[src/rtl/dwp_pkg.sv]
package dwp_pkg;
  typedef enum logic [2:0] {
    TGT_NONE, TGT_ROM, TGT_CTRL, TGT_PTR, TGT_SRST, TGT_CFG
  } tgt_e;

  typedef enum logic [1:0] {SZ_BAD, SZ_BYTE, SZ_WORD, SZ_DWORD} size_e;

  typedef struct packed {
    tgt_e  tgt;
    size_e size;
    logic  set_wide;
  } dec_t;
endpackage

[src/rtl/dwp_decode.sv]
module dwp_decode
  import dwp_pkg::*;
(
  input  logic       wide_i,
  input  logic [4:0] addr_i,
  input  logic [3:0] be_i,
  input  logic       wr_i,
  output dec_t       dec_o
);
  size_e size;

  always_comb begin
    if (be_i == 4'hF && addr_i[1:0] == 2'b00)                  size = SZ_DWORD;
    else if (!addr_i[0] && be_i == (addr_i[1] ? 4'hC : 4'h3))  size = SZ_WORD;
    else if (be_i == (4'b0001 << addr_i[1:0]))                 size = SZ_BYTE;
    else                                                       size = SZ_BAD;
  end

  always_comb begin
    dec_o.tgt      = TGT_NONE;
    dec_o.size     = size;
    dec_o.set_wide = 1'b0;
    if (wide_i) begin
      if (size == SZ_DWORD) begin
        if (!addr_i[4]) dec_o.tgt = wr_i ? TGT_NONE : TGT_ROM;
        else begin
          unique case (addr_i[3:2])
            2'd0: dec_o.tgt = TGT_CTRL;
            2'd1: dec_o.tgt = TGT_PTR;
            2'd2: dec_o.tgt = TGT_SRST;
            default: dec_o.tgt = TGT_CFG;
          endcase
        end
      end
    end else if (!addr_i[4]) begin
      if (!wr_i && (size == SZ_WORD || size == SZ_BYTE)) dec_o.tgt = TGT_ROM;
    end else if (size == SZ_WORD) begin
      case (addr_i[3:1])
        3'd0: dec_o.tgt = TGT_CTRL;
        3'd1: dec_o.tgt = TGT_PTR;
        3'd2: dec_o.tgt = TGT_SRST;
        3'd3: dec_o.tgt = TGT_CFG;
        default: dec_o.tgt = TGT_NONE;
      endcase
    end else if (size == SZ_DWORD && wr_i && addr_i[3:0] == 4'h0) begin
      // only 32-bit op allowed in narrow mode: switches width
      dec_o.tgt      = TGT_CTRL;
      dec_o.set_wide = 1'b1;
    end
  end
endmodule

[src/rtl/dwp_regs.sv]
module dwp_regs #(
  parameter int NUM_CTRL = 8,
  parameter int NUM_CFG  = 32,
  parameter int PTR_W    = 5,
  parameter int MODE_IDX = 18,
  parameter int MODE_BIT = 7
) (
  input  logic             clk_i,
  input  logic             rst_ni,
  input  logic [PTR_W-1:0] ptr_i,
  input  logic             ctrl_we_i,
  input  logic             cfg_we_i,
  input  logic             full_i,
  input  logic [31:0]      wdata_i,
  input  logic             mode_i,
  output logic [31:0]      ctrl_rdata_o,
  output logic [31:0]      cfg_rdata_o
);
  localparam int CI_W = (NUM_CTRL > 1) ? $clog2(NUM_CTRL) : 1;
  localparam int CF_W = (NUM_CFG > 1) ? $clog2(NUM_CFG) : 1;

  logic [31:0] ctrl_q [NUM_CTRL];
  logic [31:0] cfg_q  [NUM_CFG];

  for (genvar g = 0; g < NUM_CTRL; g++) begin : g_ctrl
    always_ff @(posedge clk_i or negedge rst_ni) begin
      if (!rst_ni) ctrl_q[g] <= '0;
      else if (ctrl_we_i && int'(ptr_i) == g)
        ctrl_q[g] <= full_i ? wdata_i : {ctrl_q[g][31:16], wdata_i[15:0]};
    end
  end

  for (genvar g = 0; g < NUM_CFG; g++) begin : g_cfg
    always_ff @(posedge clk_i or negedge rst_ni) begin
      if (!rst_ni) cfg_q[g] <= '0;
      else if (cfg_we_i && int'(ptr_i) == g)
        cfg_q[g] <= full_i ? wdata_i : {cfg_q[g][31:16], wdata_i[15:0]};
    end
  end

  always_comb begin
    ctrl_rdata_o = '0;
    if (int'(ptr_i) < NUM_CTRL) ctrl_rdata_o = ctrl_q[ptr_i[CI_W-1:0]];
    cfg_rdata_o = '0;
    if (int'(ptr_i) < NUM_CFG) cfg_rdata_o = cfg_q[ptr_i[CF_W-1:0]];
    if (int'(ptr_i) == MODE_IDX) cfg_rdata_o[MODE_BIT] = mode_i;
  end
endmodule

[src/rtl/dwidth_reg_port.sv]
module dwidth_reg_port
  import dwp_pkg::*;
#(
  parameter int           NUM_CTRL = 8,
  parameter int           NUM_CFG  = 32,
  parameter int           MODE_IDX = 18,
  parameter int           MODE_BIT = 7,
  parameter logic [127:0] ROM_VAL  = 128'h1032_5476_98BA_DCFE_0123_4567_89AB_CDEF
) (
  input  logic        clk_i,
  input  logic        rst_ni,
  input  logic [4:0]  addr_i,
  input  logic [3:0]  be_i,
  input  logic        wr_i,
  input  logic        rd_i,
  input  logic [31:0] wdata_i,
  input  logic        eeprom_load_i,
  input  logic        eeprom_mode_i,
  output logic [31:0] rdata_o,
  output logic        wide_mode_o,
  output logic        illegal_o,
  output logic        soft_reset_o
);
  localparam int MAX_REGS = (NUM_CFG > NUM_CTRL) ? NUM_CFG : NUM_CTRL;
  localparam int PTR_W    = (MAX_REGS > 1) ? $clog2(MAX_REGS) : 1;

  dec_t             dec;
  logic             mode_q, illegal_q, srst_q;
  logic [PTR_W-1:0] ptr_q;
  logic [31:0]      rdata_q;
  logic [31:0]      ctrl_rd, cfg_rd, wval, val, rval, rom_dw, be_mask;
  logic [127:0]     rom_shift;
  logic [15:0]      lane16;
  logic             rd_eff, legal, full, set_wide_req;

  dwp_decode i_decode (
    .wide_i (mode_q),
    .addr_i (addr_i),
    .be_i   (be_i),
    .wr_i   (wr_i),
    .dec_o  (dec)
  );

  assign rd_eff       = rd_i && !wr_i;
  assign legal        = dec.tgt != TGT_NONE;
  assign full         = dec.size == SZ_DWORD;
  assign lane16       = addr_i[1] ? wdata_i[31:16] : wdata_i[15:0];
  assign wval         = full ? wdata_i : {16'h0, lane16};
  assign set_wide_req = wr_i && dec.set_wide;

  dwp_regs #(
    .NUM_CTRL (NUM_CTRL),
    .NUM_CFG  (NUM_CFG),
    .PTR_W    (PTR_W),
    .MODE_IDX (MODE_IDX),
    .MODE_BIT (MODE_BIT)
  ) i_regs (
    .clk_i        (clk_i),
    .rst_ni       (rst_ni),
    .ptr_i        (ptr_q),
    .ctrl_we_i    (wr_i && dec.tgt == TGT_CTRL),
    .cfg_we_i     (wr_i && dec.tgt == TGT_CFG),
    .full_i       (full),
    .wdata_i      (wval),
    .mode_i       (mode_q),
    .ctrl_rdata_o (ctrl_rd),
    .cfg_rdata_o  (cfg_rd)
  );

  for (genvar l = 0; l < 4; l++) begin : g_lane
    assign be_mask[8*l +: 8] = {8{be_i[l]}};
  end

  assign rom_shift = ROM_VAL >> {addr_i[3:2], 5'b0};
  assign rom_dw    = rom_shift[31:0] & be_mask;

  always_comb begin
    unique case (dec.tgt)
      TGT_CTRL: val = ctrl_rd;
      TGT_PTR:  val = {{(32-PTR_W){1'b0}}, ptr_q};
      TGT_CFG:  val = cfg_rd;
      default:  val = '0;
    endcase
    if (dec.tgt == TGT_ROM)     rval = rom_dw;
    else if (dec.size == SZ_WORD) rval = addr_i[1] ? {val[15:0], 16'h0} : {16'h0, val[15:0]};
    else                        rval = val;
  end

  always_ff @(posedge clk_i or negedge rst_ni) begin
    if (!rst_ni) begin
      mode_q    <= 1'b0;
      ptr_q     <= '0;
      rdata_q   <= '0;
      illegal_q <= 1'b0;
      srst_q    <= 1'b0;
    end else begin
      if (eeprom_load_i)     mode_q <= eeprom_mode_i;
      else if (set_wide_req) mode_q <= 1'b1;
      if (rd_eff && dec.tgt == TGT_SRST)    ptr_q <= '0;
      else if (wr_i && dec.tgt == TGT_PTR)  ptr_q <= wval[PTR_W-1:0];
      if (rd_eff) rdata_q <= legal ? rval : '0;
      illegal_q <= (wr_i || rd_i) && !legal;
      srst_q    <= rd_eff && dec.tgt == TGT_SRST;
    end
  end

  assign rdata_o      = rdata_q;
  assign wide_mode_o  = mode_q;
  assign illegal_o    = illegal_q;
  assign soft_reset_o = srst_q;

  a_r5_mode_sticky: assert property (@(posedge clk_i) disable iff (!rst_ni)
    (mode_q && !eeprom_load_i) |=> mode_q);
  a_r4_mode_rise_cause: assert property (@(posedge clk_i) disable iff (!rst_ni)
    $rose(mode_q) |-> $past((eeprom_load_i && eeprom_mode_i) || set_wide_req));
  a_r9_srst_clears_ptr: assert property (@(posedge clk_i) disable iff (!rst_ni)
    srst_q |-> ptr_q == '0);
  a_r8_illegal_read_zero: assert property (@(posedge clk_i) disable iff (!rst_ni)
    (illegal_q && $past(rd_i && !wr_i)) |-> rdata_q == '0);
endmodule

[config.mk]
export PLATFORM = sky130hd
export DESIGN_NAME = dwidth_reg_port
export DESIGN_NICKNAME = d
export VERILOG_FILES = /design/src/rtl/dwp_pkg.sv /design/src/rtl/dwp_decode.sv /design/src/rtl/dwp_regs.sv /design/src/rtl/dwidth_reg_port.sv
export SDC_FILE = /design/constraint.sdc
export NUM_CORES = 2
export LEC_CHECK = 0
export BUFFER_PORTS_ARGS = -buffer_cell sky130_fd_sc_hd__buf_2
export CAP_MARGIN = 20
export CORE_ASPECT_RATIO = 2
export CORE_UTILIZATION = 55
export DETAILED_ROUTE_END_ITERATION = 8
export HOLD_SLACK_MARGIN = 0.06
export PLACE_DENSITY = 0.71
export SLEW_MARGIN = 20
export SYNTH_ARGS = -nofsm -noshare
export SYNTH_HDL_FRONTEND = slang
export SYNTH_HIERARCHICAL = 1
export SYNTH_SLANG_ARGS = --single-unit
[constraint.sdc]
create_clock -name clk_i -period 8 [get_ports clk_i]
set_clock_uncertainty 0.2 [all_clocks]
set_input_delay 0 -clock clk_i [delete_from_list [all_inputs] [get_ports clk_i]]
set_output_delay 0 -clock clk_i [all_outputs]
set_load 0.03 [all_outputs]
==> flow_summary_export.csv <==
group,metric,value,unit
placement,dp_cells,5103,
yosys,cell_area_after_synthesis,60460,um^2
yosys,synth_flop_cell,"sky130_fd_sc_hd__dfrtp_1",
yosys,synth.area.top_cells,"sky130_fd_sc_hd__dfrtp_1 (55%), sky130_fd_sc_hd__mux2_2 (24%), sky130_fd_sc_hd__mux4_2 (12%), sky130_fd_sc_hd__buf_2 (1.3%), sky130_fd_sc_hd__o22ai_1 (1.3%)",
drt,routed-via-count,34914,
worst_setup_path,r2r_end,"i_regs/cfg_q[758]",
timing,timing.final.crit_share,75.50,%
timing,worst_slack,1960,ps
global_route,grt_pass1_vias,37248,
placement,dp_hpwl,104200,um
yosys,post_synthesis_share_of_cell_area_spent_on_and_or_nand_and_nor_gates,3.166,%
layout,post_route_cells_drive_above_1_share,51.78,%
timing,timing.final.max_slew_violations,0,
drt,route.antenna.remaining_nets,0,
floorplanning,floorplan.initialDensity,55.62,%
yosys,syn_inst,3908,
yosys,yosys.area_share.xor_xnor,0.01449,%
hold_path,hold_class,"in -> reg",
timing,fin_worst_hold_slack,135.1,ps
yosys,synth_seq_area_share,54.60,%
layout,areaGrowthSynthToFinish,9.224,%
yosys,main_combinational_cell_family_by_area_after_synthesis,"multiplexers",
layout,layout.nets,3925,
cts,cts_tree,"done",
timing,maxSlewHeadroom,22.62,%
worst_setup_path,critical_path_data_arrival_time,6450,ps
cts,total_clock_buffers_created_by_cts,113,
placement,place_congestion,0.9099,
cts,clockBufferDepth,3,
worst_setup_path,required,8410,ps
yosys,synth-edff-count,0,
yosys,most_common_cell_in_the_synthesized_netlist,"sky130_fd_sc_hd__dfrtp_1",
yosys,postSynthRegisterBits,1319,
worst_setup_path,timing.critical_path.from,"addr_i[1]",
yosys,synth_mux_area_share,36.63,%
yosys,synth.largest_area_cell,"sky130_fd_sc_hd__dfrtp_1",
global_route,globalRouteOverflowTotal,0,
yosys,synthesis.nets,3956,
cts,root_buffer,"sky130_fd_sc_hd__clkbuf_16",
yosys,synth.lib_cells_used.distinct,73,
global_route,first_pass_grt_wire_length,245700,um
placement,dp_slack,2332,ps
yosys,synth_commonest_cells,"sky130_fd_sc_hd__dfrtp_1 (1,319), sky130_fd_sc_hd__mux2_2 (1,295), sky130_fd_sc_hd__mux4_2 (314)",
drt,routed_wirelength,162500,um
worst_setup_path,timing.critical_path.to_type,"flip-flop",
timing,finalSetupViolations,0,
power_and_ir_drop,p_leak,31.81,nW
global_route,grt_antenna_before_repair,8,
timing,hold_violations,0,
timing,clock.fmax,165.6,MHz
yosys,yosysTopAreaCellShare,54.60,%
cts,postCtsSetupRepairBufs,0,
status,outcome,"completed",
worst_setup_path,worst-r2r-setup-slack,2320,ps
timing,rsz0062_at_grt,"false",
placement,placement.io_buffers,81,
power_and_ir_drop,peakVddDrop,0.0001745,V
worst_setup_path,critPathLaunchType,"input port",
floorplanning,num_rows,171,
floorplanning,die-area,111300,um^2
worst_setup_path,crit_fanout,16,
floorplanning,core_region_area,108700,um^2
drt,drt_iter0_markers,2398,
floorplanning,top_level_ports,82,
timing,worst_margin_pin_slew,1161,ps
worst_setup_path,worst-r2r-cell-count,10,
yosys,syn_avg_cell_area,15.47,um^2
yosys,synth-warning-count,6,
timing,setup-tns-final,0,ps
drt,dr.pass1.iters,5,
run,maxCapViolations,0,
layout,fillers,8251,
cts,cts.htree.levels,3,
worst_setup_path,crit_path_end,"i_regs/cfg_q[758]",
drt,detail_route.wl_per_cell,30.35,um
cts,clock-sinks,1319,
floorplanning,die_width,236.4,um
drt,via_per_inst,6.521,
global_route,grt_max_degree,187,
drt,drcViolationCount,0,
power_and_ir_drop,power_density,191.4,nW/um^2
timing,final_period_minus_worst_setup_slack,6040,ps
yosys,synth-async-reset-ratio,100.0,%
yosys,synth_adder_area_share,0.02070,%
cts,clk-insertion-delay-late,750,ps
yosys,synth-compound-area-share,2.763,%
floorplanning,floorplan.die.height,470.9,um
worst_setup_path,r2r-start,"wide_mode_o",
layout,fin_cells,5354,
cts,clk_pin_slew_worst_paths,60,ps
worst_setup_path,critical_path_class,"in -> reg",
global_route,global_route.usage.total,30.11,%
[where the power goes]
group          leakage (nW)  switching [mW]  internal (mW)  total (mW)
Sequential             18.4         0.00735           6.68        6.68
Clock                  1.84            2.51           3.06        5.58
Combinational          11.5           0.304         0.0764       0.380
[flip-flops by register name, summed over array words and instances, names as in the netlist]
register	count
i_regs/ctrl_q	256
ptr_q	5
illegal_o	1
wide_mode_o	1
i_regs/cfg_q	1023
rdata_o	32
soft_reset_o	1
[per-stage QoR]
stage / power, mW / instance area, um^2 / utilization, %
after floorplan: 6.934 / 60460 / -
after global placement: 7.173 / 61820 / 56.88
after detailed placement: 7.177 / 61850 / 56.90
after CTS: 12.75 / 65980 / 60.70
after global routing: 13.01 / 66030 / 60.75
final: 12.64 / 66030 / 60.75
[cell type report]
type	instances	area [um^2]	area share, %
Sequential cell	1319	33020	50.00
Multi-Input combinational cell	2223	25830	39.12
Clock buffer	169	3319	5.027
Tap cell	1384	1732	2.622
Timing Repair Buffer	218	1730	2.621
Clock inverter	38	394.1	0.5969
Inverter	2	7.507	0.01137
Antenna cell	1	2.502	0.003790
[worst min-delay path by stage]
stage                start           endpoint  depth (start not counted)
2_1_floorplan       rst_ni    i_regs/cfg_q[0]                          0
3_3_place_gp        rst_ni  i_regs/cfg_q[174]                          1
4_1_cts        wdata_i[22]  i_regs/cfg_q[342]                          3
6_report       wdata_i[22]  i_regs/cfg_q[342]                          3
3_5_place_dp        rst_ni  i_regs/cfg_q[200]                          1
5_1_grt        wdata_i[22]  i_regs/cfg_q[278]                          3
[routing by layer]
metal	part of all wire, %	wire length [um]	track usage [%]
met3	4.6	7483	4.333
met1	37	60120	36.08
met2	51	82850	50.78
met5	0.018	30	0
met4	7.4	12020	19.64
[logic make-up after synthesis]
family	count (synthesis)
compound gates	245
xor+xnor	1
fa+ha+maj	1
buf+inv	366
flops	1319
mux	1658
simple gates	318
[what timing repair did]
| action | in CTS | in global routing |
|---|---|---|
| endpoints found under the hold margin | 997 | 29 |
| hold buffers | 40 | 1 |
| resized for setup | 0 | 0 |
| setup endpoints to repair | 0 | 0 |
[critical path, cell delays in order]
cell and delay [ps]:
sky130_fd_sc_hd__dlygate4sd3_1 540, sky130_fd_sc_hd__buf_2 230, sky130_fd_sc_hd__and4b_1 290, sky130_fd_sc_hd__o21a_1 230
sky130_fd_sc_hd__a221oi_1 310, sky130_fd_sc_hd__ha_1 290, sky130_fd_sc_hd__or4bb_1 410, sky130_fd_sc_hd__a21boi_1 140
sky130_fd_sc_hd__dlygate4sd3_1 570, sky130_fd_sc_hd__buf_4 220, sky130_fd_sc_hd__and3b_1 240, sky130_fd_sc_hd__and2_1 380
sky130_fd_sc_hd__nand2_1 190, sky130_fd_sc_hd__nor3_2 870, sky130_fd_sc_hd__nand3_1 940, sky130_fd_sc_hd__mux2_2 570
[cells in the final DEF, fill, tap and decap left out, drive strengths merged, types with 15 or more instances in the layout]
cell type,instances
a21oi,18
a22oi,16
and3,20
buf,178
clkbuf,169
clkinv,27
dfrtp,1319
dlygate4sd3,40
mux2,1295
mux2i,49
mux4,314
nand2,89
nand3,31
nor2,62
nor2b,15
nor4,34
o21ai,19
o22ai,124
(Power assumes the default switching activity.)
